`config.mk`:
```
export PLATFORM = sky130hd
export DESIGN_NAME = shdr_top
export DESIGN_NICKNAME = d
export VERILOG_FILES = /design/src/rtl/shdr_pkg.sv /design/src/rtl/shdr_rst_sync.sv /design/src/rtl/shdr_framer.sv /design/src/rtl/shdr_checker.sv /design/src/rtl/shdr_top.sv
export SDC_FILE = /design/constraint.sdc
export NUM_CORES = 1
export LEC_CHECK = 0
export ABC_AREA = 1
export BUFFER_PORTS_ARGS = -buffer_cell sky130_fd_sc_hd__buf_4
export CORE_MARGIN = 1
export CORE_UTILIZATION = 35
export CTS_CLUSTER_DIAMETER = 60
export DETAILED_ROUTE_END_ITERATION = 8
export GPL_ROUTABILITY_DRIVEN = 0
export PLACE_DENSITY = 0.64
export SLEW_MARGIN = 5
export SYNTH_ARGS = -nofsm -noshare
export SYNTH_HDL_FRONTEND = slang
export SYNTH_HIERARCHICAL = 1
export SYNTH_SLANG_ARGS = --single-unit
```
`constraint.sdc`:
```
create_clock -name clk -period 6 [get_ports clk]
set_input_delay 1.5 -clock clk [delete_from_list [all_inputs] [get_ports clk]]
set_output_delay 1.5 -clock clk [all_outputs]
set_load 0.02 [all_outputs]
```
`src/rtl/shdr_pkg.sv`:
```
package shdr_pkg;
  localparam int WORD_W   = 32;
  localparam int ID_W     = 5;
  localparam int TYPE_W   = 3;
  localparam int ROW_W    = 5;
  localparam int COL_W    = 7;
  localparam int ID_LSB   = 0;
  localparam int TYPE_LSB = 12;
  localparam int ROW_LSB  = 16;
  localparam int COL_LSB  = 21;
  localparam int PAR_BIT  = WORD_W - 1;
  // zero-required bits: 30:28, 15, 11:5
  localparam logic [WORD_W-1:0] ZERO_MASK = 32'h7000_8FE0;

  typedef enum logic [1:0] {FR_IDLE, FR_HDR, FR_PAY} fr_state_e;

  function automatic logic [WORD_W-1:0] make_hdr(
    input logic [COL_W-1:0]  col,
    input logic [ROW_W-1:0]  row,
    input logic [TYPE_W-1:0] typ,
    input logic [ID_W-1:0]   id
  );
    logic [WORD_W-1:0] w;
    w = '0;
    w[COL_LSB  +: COL_W]  = col;
    w[ROW_LSB  +: ROW_W]  = row;
    w[TYPE_LSB +: TYPE_W] = typ;
    w[ID_LSB   +: ID_W]   = id;
    w[PAR_BIT] = ~^w[PAR_BIT-1:0];
    return w;
  endfunction

  function automatic logic hdr_bad(input logic [WORD_W-1:0] w);
    return (~^w) | (|(w & ZERO_MASK));
  endfunction
endpackage

```
`src/rtl/shdr_rst_sync.sv`:
```
module shdr_rst_sync #(
  parameter int STAGES = 2
) (
  input  logic clk,
  input  logic rst_n,
  output logic rst_ns
);
  logic [STAGES-1:0] sync_q;

  always_ff @(posedge clk or negedge rst_n) begin
    if (!rst_n) sync_q <= '0;
    else        sync_q <= {sync_q[STAGES-2:0], 1'b1};
  end

  assign rst_ns = sync_q[STAGES-1];
endmodule

```
`src/rtl/shdr_framer.sv`:
```
module shdr_framer
  import shdr_pkg::*;
(
  input  logic              clk,
  input  logic              rst_n,
  input  logic              req_valid,
  output logic              req_ready,
  input  logic [ID_W-1:0]   req_id,
  input  logic [TYPE_W-1:0] req_type,
  input  logic [ROW_W-1:0]  req_row,
  input  logic [COL_W-1:0]  req_col,
  input  logic              req_empty,
  input  logic              pl_valid,
  output logic              pl_ready,
  input  logic [WORD_W-1:0] pl_data,
  input  logic              pl_last,
  output logic              out_valid,
  input  logic              out_ready,
  output logic [WORD_W-1:0] out_data,
  output logic              out_last
);
  fr_state_e         state_q, state_d;
  logic [WORD_W-1:0] hdr_q;
  logic              empty_q;
  logic              load_en;

  // next state and outputs
  always_comb begin
    state_d   = state_q;
    req_ready = 1'b0;
    pl_ready  = 1'b0;
    out_valid = 1'b0;
    out_data  = hdr_q;
    out_last  = empty_q;
    load_en   = 1'b0;
    unique case (state_q)
      FR_IDLE: begin
        req_ready = 1'b1;
        if (req_valid) begin
          load_en = 1'b1;
          state_d = FR_HDR;
        end
      end
      FR_HDR: begin
        out_valid = 1'b1;
        if (out_ready) state_d = empty_q ? FR_IDLE : FR_PAY;
      end
      FR_PAY: begin
        out_valid = pl_valid;
        out_data  = pl_data;
        out_last  = pl_last;
        pl_ready  = out_ready;
        if (pl_valid && out_ready && pl_last) state_d = FR_IDLE;
      end
      default: state_d = FR_IDLE;
    endcase
  end

  always_ff @(posedge clk or negedge rst_n) begin
    if (!rst_n) state_q <= FR_IDLE;
    else        state_q <= state_d;
  end

  // sideband latch, enabled only on request acceptance
  always_ff @(posedge clk or negedge rst_n) begin
    if (!rst_n) begin
      hdr_q   <= '0;
      empty_q <= 1'b0;
    end else if (load_en) begin
      hdr_q   <= make_hdr(req_col, req_row, req_type, req_id);
      empty_q <= req_empty;
    end
  end

  p_hold_r6: assert property (@(posedge clk) disable iff (!rst_n)
    out_valid && !out_ready |=> out_valid && $stable(out_data) && $stable(out_last));
  p_odd_par_r2: assert property (@(posedge clk) disable iff (!rst_n)
    out_valid && state_q == FR_HDR |-> (^out_data));
  p_no_pl_r4: assert property (@(posedge clk) disable iff (!rst_n)
    state_q != FR_PAY |-> !pl_ready);
  p_zero_r1: assert property (@(posedge clk) disable iff (!rst_n)
    out_valid && state_q == FR_HDR |-> (out_data & ZERO_MASK) == '0);
endmodule

```
`src/rtl/shdr_checker.sv`:
```
module shdr_checker
  import shdr_pkg::*;
(
  input  logic              clk,
  input  logic              rst_n,
  input  logic              in_valid,
  output logic              in_ready,
  input  logic [WORD_W-1:0] in_data,
  input  logic              in_last,
  output logic              out_valid,
  input  logic              out_ready,
  output logic [WORD_W-1:0] out_data,
  output logic              out_last,
  output logic              out_is_hdr,
  output logic              out_err,
  output logic              err_pulse,
  output logic [ID_W-1:0]   rx_id,
  output logic [TYPE_W-1:0] rx_type,
  output logic [ROW_W-1:0]  rx_row,
  output logic [COL_W-1:0]  rx_col
);
  logic in_pkt_q, in_pkt_d;
  logic pkt_err_q;
  logic pulse_d;
  logic accept, hdr_acc, bad;

  assign accept     = in_valid && out_ready;
  assign out_is_hdr = !in_pkt_q;
  assign hdr_acc    = accept && out_is_hdr;
  assign bad        = hdr_bad(in_data);

  assign out_valid = in_valid;
  assign in_ready  = out_ready;
  assign out_data  = in_data;
  assign out_last  = in_last;
  assign out_err   = out_is_hdr ? bad : pkt_err_q;

  always_comb begin
    in_pkt_d = in_pkt_q;
    if (accept) in_pkt_d = !in_last;
    pulse_d = hdr_acc && bad;
  end

  always_ff @(posedge clk or negedge rst_n) begin
    if (!rst_n) begin
      in_pkt_q  <= 1'b0;
      err_pulse <= 1'b0;
    end else begin
      in_pkt_q  <= in_pkt_d;
      err_pulse <= pulse_d;
    end
  end

  always_ff @(posedge clk or negedge rst_n) begin
    if (!rst_n) begin
      pkt_err_q <= 1'b0;
      rx_id     <= '0;
      rx_type   <= '0;
      rx_row    <= '0;
      rx_col    <= '0;
    end else if (hdr_acc) begin
      pkt_err_q <= bad;
      rx_id     <= in_data[ID_LSB   +: ID_W];
      rx_type   <= in_data[TYPE_LSB +: TYPE_W];
      rx_row    <= in_data[ROW_LSB  +: ROW_W];
      rx_col    <= in_data[COL_LSB  +: COL_W];
    end
  end

  p_after_last_r7: assert property (@(posedge clk) disable iff (!rst_n)
    accept && in_last |=> out_is_hdr);
  p_pulse_src_r9: assert property (@(posedge clk) disable iff (!rst_n)
    err_pulse |-> $past(hdr_acc));
  p_tag_r10: assert property (@(posedge clk) disable iff (!rst_n)
    err_pulse && out_valid && !out_is_hdr |-> out_err);
  p_stall_r11: assert property (@(posedge clk) disable iff (!rst_n)
    in_valid && !out_ready |=> $stable(out_is_hdr));
endmodule

```
`src/rtl/shdr_top.sv`:
```
module shdr_top
  import shdr_pkg::*;
(
  input  logic              clk,
  input  logic              rst_n,
  input  logic              f_req_valid,
  output logic              f_req_ready,
  input  logic [ID_W-1:0]   f_req_id,
  input  logic [TYPE_W-1:0] f_req_type,
  input  logic [ROW_W-1:0]  f_req_row,
  input  logic [COL_W-1:0]  f_req_col,
  input  logic              f_req_empty,
  input  logic              f_pl_valid,
  output logic              f_pl_ready,
  input  logic [WORD_W-1:0] f_pl_data,
  input  logic              f_pl_last,
  output logic              f_out_valid,
  input  logic              f_out_ready,
  output logic [WORD_W-1:0] f_out_data,
  output logic              f_out_last,
  input  logic              k_in_valid,
  output logic              k_in_ready,
  input  logic [WORD_W-1:0] k_in_data,
  input  logic              k_in_last,
  output logic              k_out_valid,
  input  logic              k_out_ready,
  output logic [WORD_W-1:0] k_out_data,
  output logic              k_out_last,
  output logic              k_out_is_hdr,
  output logic              k_out_err,
  output logic              k_err_pulse,
  output logic [ID_W-1:0]   k_rx_id,
  output logic [TYPE_W-1:0] k_rx_type,
  output logic [ROW_W-1:0]  k_rx_row,
  output logic [COL_W-1:0]  k_rx_col
);
  logic rst_ns;

  shdr_rst_sync #(.STAGES(2)) rst_i (
    .clk(clk), .rst_n(rst_n), .rst_ns(rst_ns)
  );

  shdr_framer framer_i (
    .clk(clk), .rst_n(rst_ns),
    .req_valid(f_req_valid), .req_ready(f_req_ready),
    .req_id(f_req_id), .req_type(f_req_type),
    .req_row(f_req_row), .req_col(f_req_col), .req_empty(f_req_empty),
    .pl_valid(f_pl_valid), .pl_ready(f_pl_ready),
    .pl_data(f_pl_data), .pl_last(f_pl_last),
    .out_valid(f_out_valid), .out_ready(f_out_ready),
    .out_data(f_out_data), .out_last(f_out_last)
  );

  shdr_checker checker_i (
    .clk(clk), .rst_n(rst_ns),
    .in_valid(k_in_valid), .in_ready(k_in_ready),
    .in_data(k_in_data), .in_last(k_in_last),
    .out_valid(k_out_valid), .out_ready(k_out_ready),
    .out_data(k_out_data), .out_last(k_out_last),
    .out_is_hdr(k_out_is_hdr), .out_err(k_out_err),
    .err_pulse(k_err_pulse),
    .rx_id(k_rx_id), .rx_type(k_rx_type),
    .rx_row(k_rx_row), .rx_col(k_rx_col)
  );
endmodule

```
Word-level counts from Yosys, hierarchy flattened
Cells that the tools add are included.

cells by class
  add/subtract/negate cells = 0
  multipliers = 0
  div/mod/pow operators = 0
  order comparisons = 0
  equality and inequality tests = 5
  shifts and indexed selects = 0
  muxes and demuxes = 13
  bitwise gates (word level) = 1
  reduce and logical (&&, ||, !) cells = 12

operators with widths
  cell                  count
  $mux W32              1
  $reduce_xnor A32 Y1   1
  $reduce_xnor A31 Y1   1
  $reduce_or A11 Y1     1
  $mux W2               4
  $mux W1               6
  $pmux W2 S3           1
  $logic_and A1 B1 Y1   5
  $ne A2 B2 Y1 const B  2
  $reduce_and A3 Y1     1
  $eq A2 B1 Y1 const B  1
  $eq A2 B2 Y1 const B  1
  $logic_not A1 Y1      2
  $logic_not A2 Y1      1
  $ne A2 B1 Y1 const B  1
  $pmux W1 S2           1
  $or A1 B1 Y1          1

storage, ports and cells
  register bits = 49
  bits in latches = 0
  bits in writable memories = 0
  bits in read-only memories = 0
  bits of input ports = 94
  output and inout bits = 94
  memories kept = 0

Longest topological paths before layout
Gate-level depths: netlist of run 1.

  depth after elaboration = 4
  gate-level depth with buffers = 16
  depth with buffers taken out = 16

Hierarchy
The synthesis of run 1 kept the hierarchy.

modules (own cells, without submodules)
  module         times used  cells an instance  area an instance (µm²)
  shdr_checker   1           338                1994.4
  shdr_framer    1           287                1726.7
  shdr_rst_sync  1           3                  53.8

Worst setup path before layout of run 1
OpenSTA, ideal clock, no wires.

  path kind = input-to-output
  start point = input k_in_data[28]
  end point = output k_out_err
  arrival = 2700 ps
  data required time = 4500 ps
  setup slack = 1800 ps
  cell stages on the path = 16
  cells stage by stage = inv_1 ha_1 inv_1 nand2_1 nand2_1 nand2_2 nand2_1 nand2_1 nand2_1 nand2_2 nand2_2 inv_2 nand2_2 nand3_1 nand2_1 nand2_1

on the way
  word-level cells in the longest chain between the ends = 3
  elaborated cells between the ends (all ways) = 4
  classes of those cells = mux: 1; bitwise: 1; reduce/logical: 2

RTL lines
  element                                                   line                text
  start, declared                                           shdr_top.sv:23      input logic [WORD_W-1:0] k_in_data,
  $reduce_xnor A32 Y1 or $reduce_or A11 Y1 (tied branches)  shdr_pkg.sv:34      return (~^w) | (|(w & ZERO_MASK));
  $or A1 B1 Y1 (*)                                          shdr_pkg.sv:34
  $mux W1 (*)                                               shdr_checker.sv:36  assign out_err = out_is_hdr ? bad : pkt_err_q;
  end, declared                                             shdr_top.sv:30      output logic k_out_err,

Mark *: on every way between the ends. The rest lies on a longest branch, timed or not.

Worst setup path after layout of run 1
Ends and elaborated chain as after synthesis.

==> results.md, run 1 <==
- Hpwl dp: 7880 µm
- Global-route wire length before repair: 16,400 µm
- Grt ovf: 0
- Initial Util: 36.4%
- Routed vias/inst: 4.48
- CORE AREA: 10,400 µm²
- Clock root buffer: clkbuf_8
- Most common cell in the synthesized netlist: nand2_1
- Netlist area before placement: 3770 µm²
- Io pins: 188
- Crit Path Class: input port to primary output
- Cell Pwr Density: 318 nW/µm²
- Status: finished clean
- Post-CTS Setup Repair Bufs: 0
- Max-Cap Viols: 0
- Commonest cells in the netlist: 337 x nand2_1, 72 x inv_1, 49 x dfrtp_1
- Die Wd: 106 µm
- Synth area leaders: nand2_1 34%, dfrtp_1 32%, inv_1 7.2%
- Yosys reg bits: 49
- Final WL: 9870 µm
- Post-synth ARST share: 100%
- Post-Layout Cell Count: 911
- Startpoint types: input port
- Layout cells sized above 1: 30.1%
- Gr usage total: 17.8%
- Synth Instances: 628
- Avg WL per Cell: 10.8 µm
- Final worst-path cycle share: 74.5%
- Die area: 11,200 µm²
- CTS Buffer Depth: 2
- Crit path required time: 4500 ps
- Vias in the first global route: 3,809
- Area Growth Syn to Fin: 35.9%
- Vias: 4,077
- TritonCTS clock tree: yes
- Post-synth EDFFs: 0
- Post-Route Setup TNS: 0 ps
- Dominant cell type by area after synthesis: nand2_1
- Fin crit period: 4470 ps
- Clk slew on worst S/H paths: 90 ps
- Yosys warns: 6
- Setup violations, final: 0
- Worst slew pin tran: 1110 ps
- Post-CTS Resized: 0
- Initial DRC count: 142
- Largest vdd supply drop: 173 µV
- Clk_skew: 6.89 ps
- Leak: 3.22 nW
- 1st-pass router iterations: 4
- Chip Height: 106 µm
- IO Port Bufs: 187
- DRC errors left: 0
- # rows: 37
- Sequential share of the synthesized area: 32.5%
- Pwr Total: 1.63 mW
- Largest net degree at the start of global routing: 48
- F_max: 224 MHz
- Synth unique cells: 27
- Min-delay worst type: flop to flop
- Post-DRT Antenna Nets: 0
- Clk Latency, worst-skew pair: 300 ps
- CP Capture Type: primary output
- RSZ-0062 raised after global routing: false
- Ant diodes: 0
- Hold Violations, Final: 0
- Initial antenna violation count: 0
- Final Hold Slack: 360 ps
- CTS H-Tree Depth: 2
- Worst-path fanout max: 4
- Fin. max-slew vios: 0
- Crit path DAT: 2970 ps
- Net Count, Synth: 726
- Cts hold-fix bufs: 0
- Total CTS buffers: 5
- DP Cell Count: 903
- Avg Synthesized Cell Area: 6.01 µm²
- Rel. slew slack: 26.0%
- CTS Sinks: 49
- Final nets: 872
- Share of the synthesized area in the top cell type: 33.5%
- Ys flop type: dfrtp_1
placed cells by master, fill, tap and decap left out:
cell type  instances
a31oi_1            1
nand3_1           19
nor2_1             7
clkbuf_1           1
conb_1             1
nand2_1          337
a21oi_1            1
nand3_2            2
dfrtp_2            1
buf_4            188
o21ai_0           41
clkbuf_8           5
nor2_2             1
xor2_1             1
ha_1               4
nand4_1            1
o21ai_1            2
dfrtp_1           48
clkinv_2           1
a221oi_4           1
nor3_1             1
nand2_2           16
xnor2_1            3
nor4_1             2
inv_1             72
bufinv_16          1
inv_2             17
state kept, by name, indices dropped and copies added, names as in the netlist:
name and cells:
checker_i/err_pulse 1, checker_i/rx_id 5, framer_i/hdr_q 21, checker_i/rx_col 7
checker_i/rx_type 3, framer_i/empty_q 1, rst_i/sync_q 2, framer_i/state_q 2
checker_i/pkt_err_q 1, checker_i/rx_row 5, checker_i/in_pkt_q 1
cell families (layout without fill, tap and decap cells):
| family | after synthesis | after routing | synth area share, % |
|---|---|---|---|
| and+or+nand+nor | 386 | 386 | 40.7 |
| buffers and inverters | 138 | 285 | 17.8 |
| DFF | 49 | 49 | 32.5 |
| AOI/OAI and AO/OA | 46 | 46 | 6.70 |
| adders and majority gates | 4 | 4 | 1.33 |
| xor gates and xnor gates | 4 | 4 | 0.928 |
| other | 1 | 1 | 0.0993 |
area by class of cell:
class,count,area (µm²)
flip-flops and latches,49,1230
inverters,89,334
well taps,136,170
multi-input cells,441,1880
fillers,1056,5240
clock buffers,6,72.6
repair buffers,188,1410
clock inverters,2,35.0
metrics by stage:
stage,utilization [%],setup slack [ps],cell area (µm²)
2_1_floorplan,-,1800,3770
3_3_place_gp,48.4,1580,5020
3_5_place_dp,48.4,1550,5020
4_1_cts,49.5,1540,5130
5_1_grt,49.5,1350,5130
6_report,49.5,1530,5130
power by group:
| group | switching [mW] | internal (mW) | total, mW |
|---|---|---|---|
| clock network | 0.115 | 0.124 | 0.239 |
| logic | 0.532 | 0.362 | 0.893 |
| registers | 0.0638 | 0.436 | 0.500 |
| total | 0.710 | 0.922 | 1.63 |
path summary, 6_finish.rpt:
kind	startpoint	endpoint	slack, ps	cells past startpoint
max in group asynchronous	rst_i/sync_q[1]	framer_i/hdr_q[24]	4870	0
min	rst_i/sync_q[0]	rst_i/sync_q[1]	360	0
max	k_in_data[28]	k_out_err	1530	18
min reg2reg	rst_i/sync_q[0]	rst_i/sync_q[1]	360	0
min in group asynchronous	rst_i/sync_q[1]	checker_i/rx_col[0]	480	0
max reg2reg	framer_i/state_q[0]	framer_i/hdr_q[31]	3810	6
worst max-delay path, stage by stage:
cell,delay [ps]
buf_4,80
inv_1,30
ha_1,340
inv_1,100
nand2_1,60
nand2_1,70
nand2_2,60
nand2_1,60
nand2_1,40
nand2_1,70
nand2_2,50
nand2_2,80
inv_2,40
nand2_2,60
nand3_1,70
nand2_1,70
nand2_1,40
buf_4,150
per-layer routing:
| layer | GRT usage (%) | part of all wire, % | up-vias |
|---|---|---|---|
| met4 | 4.56 | 1.1 | 0 |
| li1 | - | - | 2128 |
| met5 | 0 | 0 | - |
| met1 | 20.6 | 42 | 1787 |
| met2 | 32.7 | 49 | 152 |
| met3 | 4.33 | 8.0 | 10 |
(Power assumes the default switching activity.)
==> run 2: changes to the inputs <==
--- a/config.mk
+++ b/config.mk
@@ -12,7 +12,7 @@
 export CTS_CLUSTER_DIAMETER = 60
 export DETAILED_ROUTE_END_ITERATION = 8
 export GPL_ROUTABILITY_DRIVEN = 0
-export PLACE_DENSITY = 0.64
+export PLACE_DENSITY = 0.66
 export SLEW_MARGIN = 5
 export SYNTH_ARGS = -nofsm -noshare
 export SYNTH_HDL_FRONTEND = slang
==> constraint.sdc (replaced) <==
create_clock -name clk -period 3.8 [get_ports clk]
set_input_delay 0.95 -clock clk [delete_from_list [all_inputs] [get_ports clk]]
set_output_delay 0.95 -clock clk [all_outputs]
set_load 0.02 [all_outputs]
==> results.md, run 2 (same netlist as run 1, synthesis figures left out) <==
- Clock root buffer: clkbuf_8
- Hpwl dp: 8070 µm
- Wire length on met1: 4160 µm
- Met3 wire len: 778 µm
- Routed vias/inst: 4.47
- RR Startpoint: checker_i/in_pkt_q
- Worst-path fanout max: 4
- Largest vdd supply drop: 326 µV
- CTS Sinks: 49
- Crit path DAT: 2400 ps
- Commonest non-fill, non-tap cell in the layout: nand2_1
- Min-delay worst type: flop to flop
- Largest net degree at the start of global routing: 48
- Layout cells sized above 1: 30.1%
- Post-CTS Resized: 0
- Cell area after layout: 5110 µm²
- Fin crit period: 3350 ps
- Post-Layout Cell Count: 911
- # rows: 37
- Total CTS buffers: 5
- Fin. max-slew vios: 0
- Area Growth Syn to Fin: 35.3%
- Top flop regs: framer_i/hdr_q: 21 flops, checker_i/rx_col: 7 flops
- DP Cell Count: 904
- Chip Height: 106 µm
- CTS Buffer Depth: 2
- R2r endpoint: checker_i/rx_col[0]
- Worst setup margin: 455 ps
- DRC errors left: 0
- Cell Pwr Density: 489 nW/µm²
- Most frequent cells in the layout: 337 x nand2_1, 189 x buf_4, 72 x inv_1
- Max reg flops: 21
- Final nets: 873
- Final Hold Slack: 356 ps
- 1st-pass router iterations: 4
- Setup slack at placement: 451 ps
- Initial antenna violation count: 0
- CP Launch Point: k_in_data[28]
- CORE AREA: 10,400 µm²
- IO Port Bufs: 187
- Status: finished clean
- Crit path required time: 2850 ps
- Leak: 3.21 nW
- Vias in the first global route: 3,754
- Post-DRT Antenna Nets: 0
- Die Wd: 106 µm
- Max-Cap Viols: 0
- Fillcell total: 1,023
- TritonCTS clock tree: yes
- Most flops, register: framer_i/hdr_q
- Reg2reg setup slack: 2190 ps
- Worst r2r path cells: 3
- Final worst-path cycle share: 88.0%
- Area of the multi-input gates: 1880 µm²
- Initial Util: 36.4%
- Clk Latency, worst-skew pair: 290 ps
- Vias: 4,070
- Global-route wire length before repair: 16,400 µm
- Gr usage total: 18.0%
- CP Capture Type: primary output
- Initial DRC count: 186
- Post-Route Setup TNS: 0 ps
- Register area: 1230 µm²
- RSZ-0062 raised after global routing: false
- Ant diodes: 0
- Clk slew on worst S/H paths: 90 ps
- F_max: 299 MHz
- Io pins: 188
- CTS H-Tree Depth: 2
- DR WL met2: 5000 µm
- Cts hold-fix bufs: 0
- Grt ovf: 0
- Post-CTS Setup Repair Bufs: 0
- Final WL: 10,100 µm
- Startpoint types: input port
- Clk_skew: 3.27 ps
- Crit Path Class: input port to primary output
- CP Capture Point: k_out_err
- Final Util: 49.2%
- Setup violations, final: 0
- Die area: 11,200 µm²
- Pwr Total: 2.50 mW
- Avg WL per Cell: 11.0 µm
- Placed cell area: 5030 µm²
- Max Used Layer: met4
- Worst slew pin tran: 1090 ps
- Hold Violations, Final: 0
- Rel. slew slack: 27.2%
## run 2: changes by cell type in the layout (fill, tap and decap cells not counted), sizes merged
cell	delta
buf	+1
bufinv	-1
## run 2: worst min-delay path by stage
stage / from / endpoint / slack (ps) / cells after the start
CTS: rst_i/sync_q[0] / rst_i/sync_q[1] / 360 / 0
global placement: rst_i/sync_q[0] / rst_i/sync_q[1] / 340 / 0
global route: rst_i/sync_q[0] / rst_i/sync_q[1] / 370 / 0
finish: rst_i/sync_q[0] / rst_i/sync_q[1] / 360 / 0
detailed placement: rst_i/sync_q[0] / rst_i/sync_q[1] / 340 / 0
floorplan: rst_i/sync_q[0] / rst_i/sync_q[1] / 330 / 0
## run 2: worst max-delay path: stages
cell and delay, ps:
buf_4 80, inv_1 30, ha_1 330, inv_1 90
nand2_1 50, nand2_1 60, nand2_2 60, nand2_1 60
nand2_1 40, nand2_1 70, nand2_2 50, nand2_2 80
inv_2 40, nand2_2 60, nand3_1 70, nand2_1 60
nand2_1 50, buf_4 150
## run 2: per-layer routing
metal / GRT usage (%) / vias up
met4: 4.46 / 0
li1: - / 2125
met3: 3.71 / 7
met5: 0 / -
met2: 33.9 / 151
met1: 20.5 / 1787
## run 2: final cells by class
class | count | area share, %
Clock buffer | 6 | 1.42
Clock inverter | 1 | 0.0980
Inverter | 89 | 6.54
Multi-Input combinational cell | 441 | 36.8
Sequential cell | 49 | 24.0
Tap cell | 136 | 3.33
Timing Repair Buffer | 189 | 27.8
## run 2: power breakdown
part	switching [mW]	internal [mW]	leakage [nW]
clock	0.170	0.126	0.0410
combinational	0.836	0.574	2.56
sequential	0.100	0.688	0.606
==> run 3: changes to the inputs <==
--- a/config.mk
+++ b/config.mk
@@ -12,8 +12,8 @@
 export CTS_CLUSTER_DIAMETER = 60
 export DETAILED_ROUTE_END_ITERATION = 8
 export GPL_ROUTABILITY_DRIVEN = 0
-export PLACE_DENSITY = 0.66
-export SLEW_MARGIN = 5
+export PLACE_DENSITY = 0.64
+export SLEW_MARGIN = 0
 export SYNTH_ARGS = -nofsm -noshare
 export SYNTH_HDL_FRONTEND = slang
 export SYNTH_HIERARCHICAL = 1
==> constraint.sdc (replaced) <==
create_clock -name clk -period 3.6 [get_ports clk]
set_input_delay 0.9 -clock clk [delete_from_list [all_inputs] [get_ports clk]]
set_output_delay 0.9 -clock clk [all_outputs]
set_load 0.02 [all_outputs]
==> results.md, run 3 (same netlist as run 1, synthesis figures left out) <==
- Status: finished clean
- Worst-path fanout max: 4
- CP Capture Type: primary output
- Worst r2r path cells: 7
- Initial antenna violation count: 0
- Buf/Inv on CP: 5
- 1st-pass router iterations: 4
- Final nets: 873
- Die Wd: 106 µm
- Initial DRC count: 158
- Total CTS buffers: 5
- Worst slew pin tran: 1090 ps
- Io pins: 188
- Cts hold-fix bufs: 0
- CP delay by family, top: simple AND/OR/NAND/NOR gates
- DRC errors left: 0
- Crit path DAT: 2350 ps
- Post-CTS Setup Repair Bufs: 0
- Max-Cap Viols: 0
- Hold Violations, Final: 0
- Setup violations, final: 0
- Fin crit period: 3250 ps
- Clk Latency, worst-skew pair: 300 ps
- Fin. max-slew vios: 0
- Crit path required time: 2700 ps
- Met3 wire len: 749 µm
- Reg2reg setup slack: 1790 ps
- Commonest non-fill, non-tap cell in the layout: nand2_1
- DR WL met2: 4910 µm
- Grt ovf: 0
- Post-Route Setup TNS: 0 ps
- Chip Height: 106 µm
- Largest net degree at the start of global routing: 48
- Pwr Total: 2.74 mW
- Largest vdd supply drop: 321 µV
- IO Port Bufs: 187
- Slowest cell on crit path: ha_1
- Vias: 4,037
- TritonCTS clock tree: yes
- Placed cell area: 5030 µm²
- Most frequent cells in the layout: 337 x nand2_1, 189 x buf_4, 72 x inv_1
- R2r endpoint: framer_i/state_q[1]
- Gr usage total: 17.8%
- Hpwl dp: 7970 µm
- CTS Buffer Depth: 2
- CORE AREA: 10,400 µm²
- Most used cell along the critical path: nand2_1
- Wire length on met1: 4250 µm
- Post-DRT Antenna Nets: 0
- Final WL: 10,000 µm
- CTS Sinks: 49
- Cell Pwr Density: 533 nW/µm²
- Die area: 11,200 µm²
- Area Growth Syn to Fin: 36.3%
- Leak: 3.23 nW
- Vias in the first global route: 3,707
- Startpoint types: input port
- # rows: 37
- Slowest stage delay, CP: 340 ps
- Routed vias/inst: 4.43
- Cell area after layout: 5140 µm²
- Final Hold Slack: 360 ps
- Crit Path Class: input port to primary output
- Clk_skew: 6.19 ps
- Global-route wire length before repair: 16,200 µm
- Top flop regs: framer_i/hdr_q: 21 flops, checker_i/rx_col: 7 flops
- Clock root buffer: clkbuf_8
- Max Used Layer: met4
- F_max: 308 MHz
- CTS H-Tree Depth: 2
- Post-CTS Resized: 0
- Final worst-path cycle share: 90.3%
- Fillcell total: 1,053
- Final Util: 49.6%
- Worst path depth: 18
- Avg WL per Cell: 11.0 µm
- Rel. slew slack: 27.3%
- RSZ-0062 raised after global routing: false
- Layout cells sized above 1: 30.2%
- Min-delay worst type: input port to async pin
- Max reg flops: 21
- Critical path cell sequence: buf_4, inv_1, ha_1, inv_1, nand2_1, nand2_1, nand2_2, nand2_1, nand2_1, nand2_1, nand2_2, nand2_2, inv_2, nand2_2, nand3_1, nand2_1, nand2_1, buf_4
- Most flops, register: framer_i/hdr_q
- RR Startpoint: framer_i/state_q[0]
- Ant diodes: 0
- Initial Util: 36.4%
- Clk slew on worst S/H paths: 90 ps
## run 3: cell types whose count changed in the layout (fill, tap and decap cells not counted)
cell       delta
clkbuf_8      +1
bufinv_16     +1
clkinv_2      -1
## run 3: power by group
part	switching [mW]	internal, mW	leakage, nW	total [mW]
Combinational	0.890	0.608	2.56	1.50
Clock	0.190	0.227	0.0585	0.417
Sequential	0.103	0.726	0.606	0.830
Total	1.18	1.56	3.23	2.74
## run 3: worst max-delay path by stage
stage	startpoint	endpoint	slack (ps)
floorplan	k_in_data[28]	k_out_err	600
global placement	k_in_data[28]	k_out_err	380
detailed placement	k_in_data[28]	k_out_err	350
CTS	k_in_data[28]	k_out_err	340
global route	k_in_data[28]	k_out_err	170
finish	k_in_data[28]	k_out_err	350
## run 3: worst register-to-register path: cells and delay by family (launching register included)
kind,cells,cell delay (ps)
compound gates,3,460
flops,1,390
fa+ha+maj,1,410
simple gates,1,90
buf+inv,2,360
## run 3: layer usage
layer | global-route usage (%) | vias up
li1 | - | 2128
met1 | 20.3 | 1754
met2 | 33.4 | 147
met3 | 3.90 | 8
met4 | 4.46 | 0
met5 | 0 | -
## run 3: cell type report
type / count / area [µm²] / area share, %
repair buffers: 189 / 1420 / 27.6
flip-flops and latches: 49 / 1230 / 23.9
inverters: 89 / 334 / 6.49
clock buffers: 7 / 86.3 / 1.68
multi-input cells: 441 / 1880 / 36.5
well taps: 136 / 170 / 3.31
clock inverters: 1 / 30.0 / 0.584
## run 3: stage by stage
stage / worst slack, ps / cells
final: 349 / 912
after global routing: 167 / 912
after CTS: 340 / 912
after detailed placement: 348 / 904
after global placement: 377 / 904
after floorplan: 600 / 628
